### src/rtl/pf_phase_pkg.sv
package pf_phase_pkg;
    typedef enum logic [1:0] {
        ST_HOLD  = 2'd0,
        ST_RUN   = 2'd1,
        ST_MUTED = 2'd2
    } pf_state_e;

    // Range code to left-shift amount; the spare code saturates at the top range.
    function automatic logic [2:0] range_shift(input logic [2:0] code);
        return (code == 3'b111) ? 3'd6 : code;
    endfunction
endpackage

### src/rtl/pf_step_scale.sv
module pf_step_scale #(
    parameter int ACC_W   = 16,
    parameter int SPEED_W = 8
) (
    input  logic [SPEED_W-1:0] speed_i,
    input  logic [2:0]         range_sel_i,
    output logic [ACC_W-1:0]   inc_o
);
    import pf_phase_pkg::*;

    logic [ACC_W-1:0] speed_ext;
    logic [2:0]       shamt;

    always_comb begin
        speed_ext = ACC_W'(speed_i);
        shamt     = range_shift(range_sel_i);
        inc_o     = speed_ext << shamt;
    end
endmodule

### src/rtl/pf_phase_acc.sv
module pf_phase_acc #(
    parameter int ACC_W = 16
) (
    input  logic             clk,
    input  logic             rst_n,
    input  logic             hold_i,
    input  logic             stb_i,
    input  logic [ACC_W-1:0] inc_i,
    output logic [ACC_W-1:0] acc_o
);
    always_ff @(posedge clk or negedge rst_n) begin
        if (!rst_n) begin
            acc_o <= '0;
        end else if (hold_i) begin
            acc_o <= '0;
        end else if (stb_i) begin
            acc_o <= acc_o + inc_i;
        end
    end

    AST_HOLD_ZERO: assert property (@(posedge clk) disable iff (!rst_n)
        hold_i |=> (acc_o == '0));
    AST_IDLE_STABLE: assert property (@(posedge clk) disable iff (!rst_n)
        (!hold_i && !stb_i) |=> $stable(acc_o));
    AST_STEP_SIZE: assert property (@(posedge clk) disable iff (!rst_n)
        (!hold_i && stb_i) |=> (acc_o == ACC_W'($past(acc_o) + $past(inc_i))));
endmodule

### src/rtl/pf_phase_fsm.sv
module pf_phase_fsm (
    input  logic clk,
    input  logic rst_n,
    input  logic cnt_rst_n_i,
    input  logic inhibit_i,
    output logic hold_o,
    output logic gate_o
);
    import pf_phase_pkg::*;

    pf_state_e state_q, state_d;

    always_ff @(posedge clk or negedge rst_n) begin
        if (!rst_n) state_q <= ST_HOLD;
        else        state_q <= state_d;
    end

    always_comb begin
        if (!cnt_rst_n_i)   state_d = ST_HOLD;   // HOLD_ENTER
        else if (inhibit_i) state_d = ST_MUTED;  // MUTE_ENTER
        else                state_d = ST_RUN;    // RUN_ENTER
    end

    always_comb begin
        unique case (state_q)
            ST_HOLD:  gate_o = 1'b0;
            ST_RUN:   gate_o = 1'b1;
            ST_MUTED: gate_o = 1'b0;
            default:  gate_o = 1'b0;
        endcase
    end

    assign hold_o = !cnt_rst_n_i;

    AST_STATE_LEGAL: assert property (@(posedge clk) disable iff (!rst_n)
        state_q != 2'd3);
endmodule

### src/rtl/pf_phase_map.sv
module pf_phase_map #(
    parameter int ACC_W = 16
) (
    input  logic [ACC_W-1:0] red_i,
    input  logic             reverse_i,
    output logic [ACC_W-1:0] red_o,
    output logic [ACC_W-1:0] yel_o,
    output logic [ACC_W-1:0] blu_o
);
    localparam longint TURN = longint'(1) << ACC_W;
    localparam logic [ACC_W-1:0] OFS_120 = ACC_W'((TURN + 1) / 3);
    localparam logic [ACC_W-1:0] OFS_240 = ACC_W'((2 * TURN + 1) / 3);

    logic [ACC_W-1:0] lag1, lag2;

    always_comb begin
        lag1  = red_i + OFS_120;
        lag2  = red_i + OFS_240;
        red_o = red_i;
        yel_o = reverse_i ? lag2 : lag1;
        blu_o = reverse_i ? lag1 : lag2;
    end
endmodule

### src/rtl/pf_phase_gen.sv
module pf_phase_gen #(
    parameter int ACC_W   = 16,
    parameter int SPEED_W = 8
) (
    input  logic               clk,
    input  logic               rst_n,
    input  logic               carrier_stb_i,
    input  logic [2:0]         range_sel_i,
    input  logic [SPEED_W-1:0] speed_i,
    input  logic               cnt_rst_n_i,
    input  logic               reverse_i,
    input  logic               overmod_i,
    input  logic               inhibit_i,
    output logic [ACC_W-1:0]   phase_red_o,
    output logic [ACC_W-1:0]   phase_yel_o,
    output logic [ACC_W-1:0]   phase_blu_o,
    output logic               pwm_gate_o,
    output logic               amp_double_o
);
    logic [ACC_W-1:0] inc;
    logic [ACC_W-1:0] acc;
    logic             hold;
    logic             ovm_q;

    pf_step_scale #(.ACC_W(ACC_W), .SPEED_W(SPEED_W)) u_scale (
        .speed_i(speed_i), .range_sel_i(range_sel_i), .inc_o(inc));

    pf_phase_fsm u_fsm (
        .clk(clk), .rst_n(rst_n), .cnt_rst_n_i(cnt_rst_n_i),
        .inhibit_i(inhibit_i), .hold_o(hold), .gate_o(pwm_gate_o));

    pf_phase_acc #(.ACC_W(ACC_W)) u_acc (
        .clk(clk), .rst_n(rst_n), .hold_i(hold), .stb_i(carrier_stb_i),
        .inc_i(inc), .acc_o(acc));

    pf_phase_map #(.ACC_W(ACC_W)) u_map (
        .red_i(acc), .reverse_i(reverse_i),
        .red_o(phase_red_o), .yel_o(phase_yel_o), .blu_o(phase_blu_o));

    always_ff @(posedge clk or negedge rst_n) begin
        if (!rst_n) ovm_q <= 1'b0;
        else        ovm_q <= overmod_i;
    end

    assign amp_double_o = ovm_q & pwm_gate_o;

    AST_INHIBIT_GATE: assert property (@(posedge clk) disable iff (!rst_n)
        inhibit_i |=> !pwm_gate_o);
    AST_HOLD_GATE: assert property (@(posedge clk) disable iff (!rst_n)
        !cnt_rst_n_i |=> (!pwm_gate_o && phase_red_o == '0));
    AST_AMP_NEEDS_GATE: assert property (@(posedge clk) disable iff (!rst_n)
        amp_double_o |-> pwm_gate_o);
    AST_DIR_SWAP: assert property (@(posedge clk) disable iff (!rst_n)
        (phase_yel_o != phase_blu_o));
endmodule

### config.mk
export PLATFORM = sky130hd
export DESIGN_NAME = pf_phase_gen
export DESIGN_NICKNAME = d
export VERILOG_FILES = /design/src/rtl/pf_phase_pkg.sv /design/src/rtl/pf_step_scale.sv /design/src/rtl/pf_phase_acc.sv /design/src/rtl/pf_phase_fsm.sv /design/src/rtl/pf_phase_map.sv /design/src/rtl/pf_phase_gen.sv
export SDC_FILE = /design/constraint.sdc
export NUM_CORES = 1
export LEC_CHECK = 0
export ABC_CLOCK_PERIOD_IN_PS = 2000
export BUFFER_PORTS_ARGS = -buffer_cell sky130_fd_sc_hd__buf_2
export CORE_ASPECT_RATIO = 0.8
export CORE_UTILIZATION = 40
export DETAILED_ROUTE_END_ITERATION = 12
export PLACE_DENSITY = 0.72
export SLEW_MARGIN = 15
export SYNTH_ARGS = -nofsm -noshare
export SYNTH_HDL_FRONTEND = slang
export SYNTH_SLANG_ARGS = --single-unit
### constraint.sdc
create_clock -name clk -period 2 [get_ports clk]
set_input_delay 0.3 -clock clk [delete_from_list [all_inputs] [get_ports clk]]
set_output_delay 0.3 -clock clk [all_outputs]
set_load 0.01 [all_outputs]
==> metrics.md, run 1 <==
| Metric | Value |
|---|---|
| Outcome | finished, violations left |
| Failing checks | DRC, setup timing |
| Sequential area share after synthesis | 16.1% |
| Synth Instances | 381 |
| Switch share | 43.4% |
| DRT antenna net count | 0 |
| Power Internal | 1.47 mW |
| Placed cell area | 3990 um2 |
| Core area | 6990 um2 |
| Post-synth cell types | 58 |
| Initial antenna violation count | 0 |
| Worst EP required | 2150 ps |
| CP max FO | 5 |
| Hold_sp | overmod_i |
| Vias in the first global route | 3339 |
| Hold Path Stages | 1 |
| Routed vias | 3619 |
| R2r worst-path depth | 10 |
| Fraction of registers with async set/reset | 100% |
| Max-cap check violation count | 0 |
| Final hold viol count | 0 |
| Final Power | 2.59 mW |
| DRC violation total after the first TritonRoute iteration | 334 |
| Synth Register Bits | 19 |
| Largest net degree at the start of global routing | 29 |
| CP arrival | 2770 ps |
| Die area | 7720 um2 |
| Clk pwr share | 10.8% |
| Critical path class | in -> reg |
| Clk_lat worst skew | 260 ps |
| FP Rows | 27 |
| Final WS setup | -620 ps |
| Critical path startpoint category | input port |
| R2R Setup Slk | -370 ps |
| P per Cell Area | 541 nW/um2 |
| CTS tree | done |
| NetSw | 1.13 mW |
| HP Class | in -> reg |
| Max H-tree Level | 1 |
| Minimum clock period | 2620 ps |
| Avg Inst Size Synth | 7.74 um2 |
| Critical Path End Type | flop |
| Vias per Instance | 5.84 |
| TritonCTS buffer count | 3 |
| Total GRT Usage | 24.2% |
| R2r endpoint | u_acc.acc_o[10] |
| Logic pwr share | 70.1% |
| Post-layout instance area | 4800 um2 |
| Cell Area, Synth | 2950 um2 |
| Finish-stage setup viols | 39 |
| Grt total ovfl | 0 |
| Ports | 68 |
| CTS sink count | 19 |
| Reg clk slew, reported paths | 80 ps |
| Pleak | 2.20 nW |
| DP HPWL | 6730 um |
| Detailed Route WL | 11000 um |
| Clock root buffer | clkbuf_8 |
| Worst reg2reg startpoint | u_acc.acc_o[0] |
| Unrepaired setup endpoints after global routing | yes |
| Initial DRT Pass Iterations | 9 |
| Height of the die | 78.8 um |
| Ys flop type | dfrtp_1 |
| Buffers on Ports | 67 |
| Die width | 98.0 um |
| Period utilization | 131% |
| Post-Layout Cell Count | 620 |
| Yosys warnings | 0 |
| Max-slew violations | 0 |
| Worst clock skew | 3.45 ps |
| Share of cells above drive strength 1 | 52.3% |
| RePlAce Congestion | 0.869 |
| Sequential cell fraction of total power | 19.1% |
| Nets | 571 |
| DRC | 6 |
| Ant. Diodes | 0 |
| Initial Util | 42.2% |
| DP Cell Count | 585 |
| EDFF count, synth | 0 |
| Global-route wire length before repair | 15400 um |
| Fin util | 68.6% |
| Drt wl/cell | 17.8 um |
| Area grow syn2layout | 62.7% |
| Fin Setup TNS | -13760 ps |
| Net Count, Synth | 418 |
| CTS Buffer Depth | 2 |
| Highest ir drop seen on vdd | 0.000287 V |
| Worst Hold Endpoint | ovm_q |
| Fmax | 382 MHz |
==> flip-flops by register name (all words and copies together), names as in the netlist <==
register / flops
ovm_q: 1
u_acc.acc_o: 16
u_fsm.state_q: 2
==> power by group through the flow <==
stage / Sequential, mW / Combinational (mW) / Clock [mW]
after global placement: 0.490 / 1.39 / 0
after detailed placement: 0.492 / 1.42 / 0
after global routing: 0.500 / 1.94 / 0.295
after floorplan: 0.480 / 0.860 / 0
final: 0.496 / 1.82 / 0.280
after CTS: 0.487 / 1.58 / 0.286
==> routing by layer <==
layer,vias to the layer above,share of wire (%),track usage (%),routed length [um]
met5,-,0,0,0
met4,0,2.5,4.70,276
met3,40,5.9,3.52,649
met2,168,49,43.9,5350
met1,1748,43,30.6,4750
li1,1663,-,-,-
==> synth_stat cells (all sizes together), types with 2 or more instances <==
cell / instances / share of area, %
o211a: 2 / 0.68
clkbuf: 7 / 0.89
nand2: 43 / 5.5
o21a: 10 / 2.8
o221ai: 4 / 1.2
mux2: 2 / 0.76
nand4: 5 / 1.1
and3: 4 / 0.85
a31oi: 4 / 0.85
o22ai: 6 / 1.3
nor2: 17 / 2.2
a31o: 2 / 0.59
a21oi: 29 / 4.9
nand3: 4 / 0.68
o211ai: 8 / 2.2
nor3: 6 / 1.0
a21boi: 5 / 1.8
a21o: 5 / 1.3
and2: 6 / 1.3
nand3b: 5 / 1.3
o2bb2ai: 2 / 0.59
o31ai: 6 / 2.6
o21bai: 3 / 0.76
buf: 24 / 4.0
or3: 2 / 0.42
xnor2: 21 / 6.2
dfrtp: 19 / 16
o21ai: 21 / 3.7
nand2b: 11 / 2.3
nor2b: 12 / 2.8
a211oi: 3 / 0.76
inv: 11 / 1.4
xor2: 17 / 5.1
mux2i: 28 / 9.5
or2: 2 / 0.42
ha: 18 / 7.6
==> placed cells by master, fill, tap and decap left out, types with 4 or more instances in the layout <==
| master | n |
|---|---|
| dfrtp_1 | 16 |
| nand2_1 | 40 |
| mux2i_2 | 7 |
| xor2_1 | 17 |
| inv_1 | 9 |
| buf_6 | 18 |
| ha_4 | 6 |
| mux2i_4 | 5 |
| nand2b_1 | 11 |
| o21ai_0 | 7 |
| nor2_1 | 12 |
| nor3_2 | 4 |
| nand4_1 | 5 |
| and3_1 | 4 |
| a21oi_1 | 14 |
| a21o_1 | 4 |
| o21ai_2 | 7 |
| and2_1 | 4 |
| o22ai_1 | 4 |
| buf_2 | 64 |
| o21ai_1 | 5 |
| nand3b_1 | 5 |
| nor2b_1 | 9 |
| mux2i_1 | 16 |
| xnor2_1 | 20 |
| ha_1 | 12 |
| nor2_2 | 4 |
| o211ai_1 | 7 |
| o21a_1 | 9 |
| a21oi_2 | 13 |
| buf_4 | 91 |
==> worst max path at each step <==
stage / slack [ps] / end / cells past startpoint / from
floorplan: -710 / u_acc.acc_o[10] / 12 / range_sel_i[2]
CTS: -480 / u_acc.acc_o[15] / 14 / range_sel_i[2]
finish: -620 / u_acc.acc_o[7] / 14 / range_sel_i[1]
detailed placement: -850 / u_acc.acc_o[15] / 14 / range_sel_i[1]
global placement: -720 / u_acc.acc_o[10] / 13 / range_sel_i[1]
global route: -710 / u_acc.acc_o[15] / 16 / range_sel_i[1]
==> logic make-up after synthesis <==
family          count (synthesis)  synth area share, %
simple gates                  117                 19.8
compound gates                115                 27.8
buf+inv                        42                 6.32
xor+xnor                       38                 11.3
mux                            30                 10.3
fa+ha+maj                      19                 8.32
flops                          19                 16.1
other cells                     1                0.127
==> repair_timing <==
item | in CTS | in global routing
setup endpoints to repair | 36 | 40
hold endpoints to repair | 19 | 0
resized for setup | 71 | 52
hold buffers | 1 | 0
gates cloned | 0 | 0
pin swaps | 51 | 44
buffers inserted | 15 | 18
==> critical path, cell delays in order <==
cell and delay [ps]:
buf_8 100, a21boi_4 220, buf_12 160, mux2i_4 260
mux2i_2 120, and2_4 160, ha_4 250, a21o_1 210
a21oi_4 230, a21oi_2 130, buf_4 160, nor2_2 130
xor2_1 220, o22ai_1 100
==> area by class of cell <==
cell class	instances	area (um2)
clock buffer	4	45.0
fill	519	2200
sequential	19	479
tap	87	109
timing repair buffer	179	1310
inverter	11	43.8
multi-input combinational	320	2810
==> metrics by stage <==
stage / setup slack, ps / hold WS, ps
after floorplan: -714 / 4.41
after global placement: -719 / 257
after detailed placement: -850 / 271
after CTS: -476 / 147
after global routing: -706 / 153
final: -620 / 146
Note: power is estimated with default switching activity, not from simulation.
==> run 2: changes to the inputs <==
ABC_CLOCK_PERIOD_IN_PS = 2900   (was 2000)
PLACE_DENSITY = 0.69   (was 0.72)
clock period = 2.9 ns   (was 2 ns; I/O delays follow)
==> run 2 against run 1 <==
The run ends with DRC left; cell count down 14%; via count down 17%; first-iteration DRC count down 67%; non-clock buffer count shrank 86; global-route usage decreased by 4.4 points; critical path depth is 1 lower; largest power group unchanged; count of clock-buffer cells in the layout down 1; sequential share of layout area up 3.6 points; routed wire length is 31% lower.
==> metrics.md, run 2 (same netlist as run 1, synthesis figures left out) <==
| Metric | Value |
|---|---|
| Met3 wire length | 430 um (-34%) |
| Worst-margin pin slew | 572 ps |
| Commonest non-fill, non-tap cells in the layout | buf_2 (67), nand2_1 (43), mux2i_1 (28) |
| Vias per Instance | 5.61 (-3.9%) |
| Total GRT Usage | 19.8% (-4.4 points) |
| Max reg flops | 16 (unchanged) |
| Commonest non-fill, non-tap cell in the layout | buf_2 |
| Buffers on Ports | 67 (unchanged) |
| DRT antenna net count | 0 (unchanged) |
| CTS sink count | 19 (unchanged) |
| Max incr delay on CP | 360 ps (+100 ps) |
| Post-layout instance area | 3510 um2 (-27%) |
| HP Class | in -> async |
| Worst EP required | 3020 ps (+870 ps) |
| Placed cell area | 3430 um2 (-14%) |
| Cts hold-fix bufs | 0 (-1) |
| CTS tree | done |
| Fmax | 362 MHz |
| Final hold viol count | 0 (unchanged) |
| Initial DRT Pass Iterations | 9 (unchanged) |
| Met1 Wirelength | 3540 um (-25%) |
| Largest net degree at the start of global routing | 42 (+45%) |
| Area grow syn2layout | 19.1% |
| Grt total ovfl | 0 (unchanged) |
| Met2 WL | 3520 um (-34%) |
| Clock root buffer | clkbuf_8 |
| RePlAce Congestion | 0.949 (+9.3%) |
| Drt wl/cell | 14.2 um (-20%) |
| Largest regs | u_acc.acc_o (16), u_fsm.state_q (2), ovm_q (1) |
| Pleak | 1.69 nW (-23%) |
| Initial antenna violation count | 0 (unchanged) |
| DP HPWL | 5960 um (-11%) |
| Global-route wire length before repair | 12700 um (-18%) |
| CTS Buffer Depth | 2 (unchanged) |
| Critical path startpoint category | input port |
| Worst reg2reg startpoint | u_acc.acc_o[0] |
| Fin util | 50.2% (-18 points) |
| Detailed Route WL | 7590 um (-31%) |
| Ports | 68 (unchanged) |
| CP Depth | 13 (-1) |
| Nets | 485 (-15%) |
| Slew margin rel. | 61.9% |
| P per Cell Area | 391 nW/um2 (-28%) |
| Power Internal | 763 uW (-48%) |
| Finish-stage setup viols | 0 (-100%) |
| Clk_lat worst skew | 270 ps (about the same) |
| DRC | 6 (unchanged) |
| Ant. Diodes | 0 (unchanged) |
| Critical Path End Type | flop |
| Biggest register | u_acc.acc_o |
| Share of cells above drive strength 1 | 26.0% (-26 points) |
| NetSw | 611 uW (-46%) |
| Initial Util | 42.2% (unchanged) |
| Max Used Layer | met4 |
| Crit-path cells | buf_2 -> a21boi_4 -> buf_12 -> mux2i_1 -> mux2_2 -> o22ai_1 -> ha_1 -> o21a_1 -> o31a_1 -> or3_1 -> a31o_1 -> nand4_1 -> o221ai_1 |
| CP max FO | 5 (unchanged) |
| Period utilization | 95.2% |
| Clk pwr share | 14.6% (+3.8 points) |
| Max H-tree Level | 1 (unchanged) |
| Crit-path leading delay family | compound AO/OA/AOI/OAI gates |
| Setup crit start | range_sel_i[2] |
| Max-cap check violation count | 0 (unchanged) |
| Core area | 6990 um2 (unchanged) |
| CP arrival | 2880 ps (+110 ps) |
| Critical path class | in -> reg |
| DRC violation total after the first TritonRoute iteration | 111 (-67%) |
| Switch share | 44.5% (+1.0 points) |
| Vias in the first global route | 2728 (-18%) |
| Worst clock skew | 1.49 ps (-1.96 ps) |
| Outcome | finished, violations left |
| Height of the die | 78.8 um (unchanged) |
| Routed vias | 2996 (-17%) |
| FP Rows | 27 (unchanged) |
| Sequential cell fraction of total power | 26.7% (+7.6 points) |
| Die area | 7720 um2 (unchanged) |
| Highest ir drop seen on vdd | 0.000189 V (-34%) |
| Die width | 98.0 um (unchanged) |
| Buffers & Inverters on Critical Path | 2 (-1) |
| R2r worst-path depth | 9 (-1) |
| TritonCTS buffer count | 3 (unchanged) |
| Crit-path slowest cell | or3_1 |
| Failing checks | DRC |
| Reg clk slew, reported paths | 80 ps (about the same) |
| Minimum clock period | 2760 ps |
| Max-slew violations | 0 (unchanged) |
| Logic pwr share | 58.7% (-11 points) |
==> run 2: power groups by stage <==
| stage | Combinational [mW] | Sequential [mW] | Clock, mW |
|---|---|---|---|
| after floorplan | 0.568 | 0.329 | 0 |
| after global placement | 0.780 | 0.370 | 0 |
| after detailed placement | 0.796 | 0.372 | 0 |
| after CTS | 0.801 | 0.367 | 0.203 |
| after global routing | 0.890 | 0.373 | 0.218 |
| final | 0.807 | 0.366 | 0.201 |
==> run 2: final timing paths <==
check / end / slack, ps
max: u_acc.acc_o[10] / 140
max reg2reg: u_acc.acc_o[12] / 590
min in group clk: ovm_q / 270
min: u_acc.acc_o[15] / 100
max in group asynchronous: u_acc.acc_o[3] / 2470
min reg2reg: u_acc.acc_o[7] / 640
==> run 2: metrics by stage <==
step / power (mW) / hold WS (ps) / setup slack, ps / setup TNS (ps) / instances
finish: 1.37 / 96.4 / 139 / 0 / 534
floorplan: 0.897 / 139 / 2.39 / 0 / 381
global route: 1.48 / 131 / -19.8 / -34.7 / 534
detailed placement: 1.17 / 405 / -186 / -777 / 529
CTS: 1.37 / 115 / 89.2 / 0 / 533
global placement: 1.15 / 399 / -27.5 / -32.5 / 529
==> run 2: routing by layer <==
layer  track usage, %  up-vias
li1                 -     1497
met1             26.2     1391
met2             33.4       95
met3             3.96       13
met4             4.55        0
met5                0        -
==> run 2: what timing repair did <==
| action | 4_1_cts | 5_1_grt |
|---|---|---|
| setup buffers | 0 | 1 |
| resized for setup | 0 | 3 |
| endpoints found under the setup margin | 0 | 8 |
==> run 2: area by class of cell <==
class	instances	area, um2
Fill cell	687	3480
Clock buffer	3	41.3
Tap cell	87	109
Multi-Input combinational cell	320	2290
Sequential cell	19	477
Inverter	11	41.3
Clock inverter	1	7.51
Timing Repair Buffer	93	543
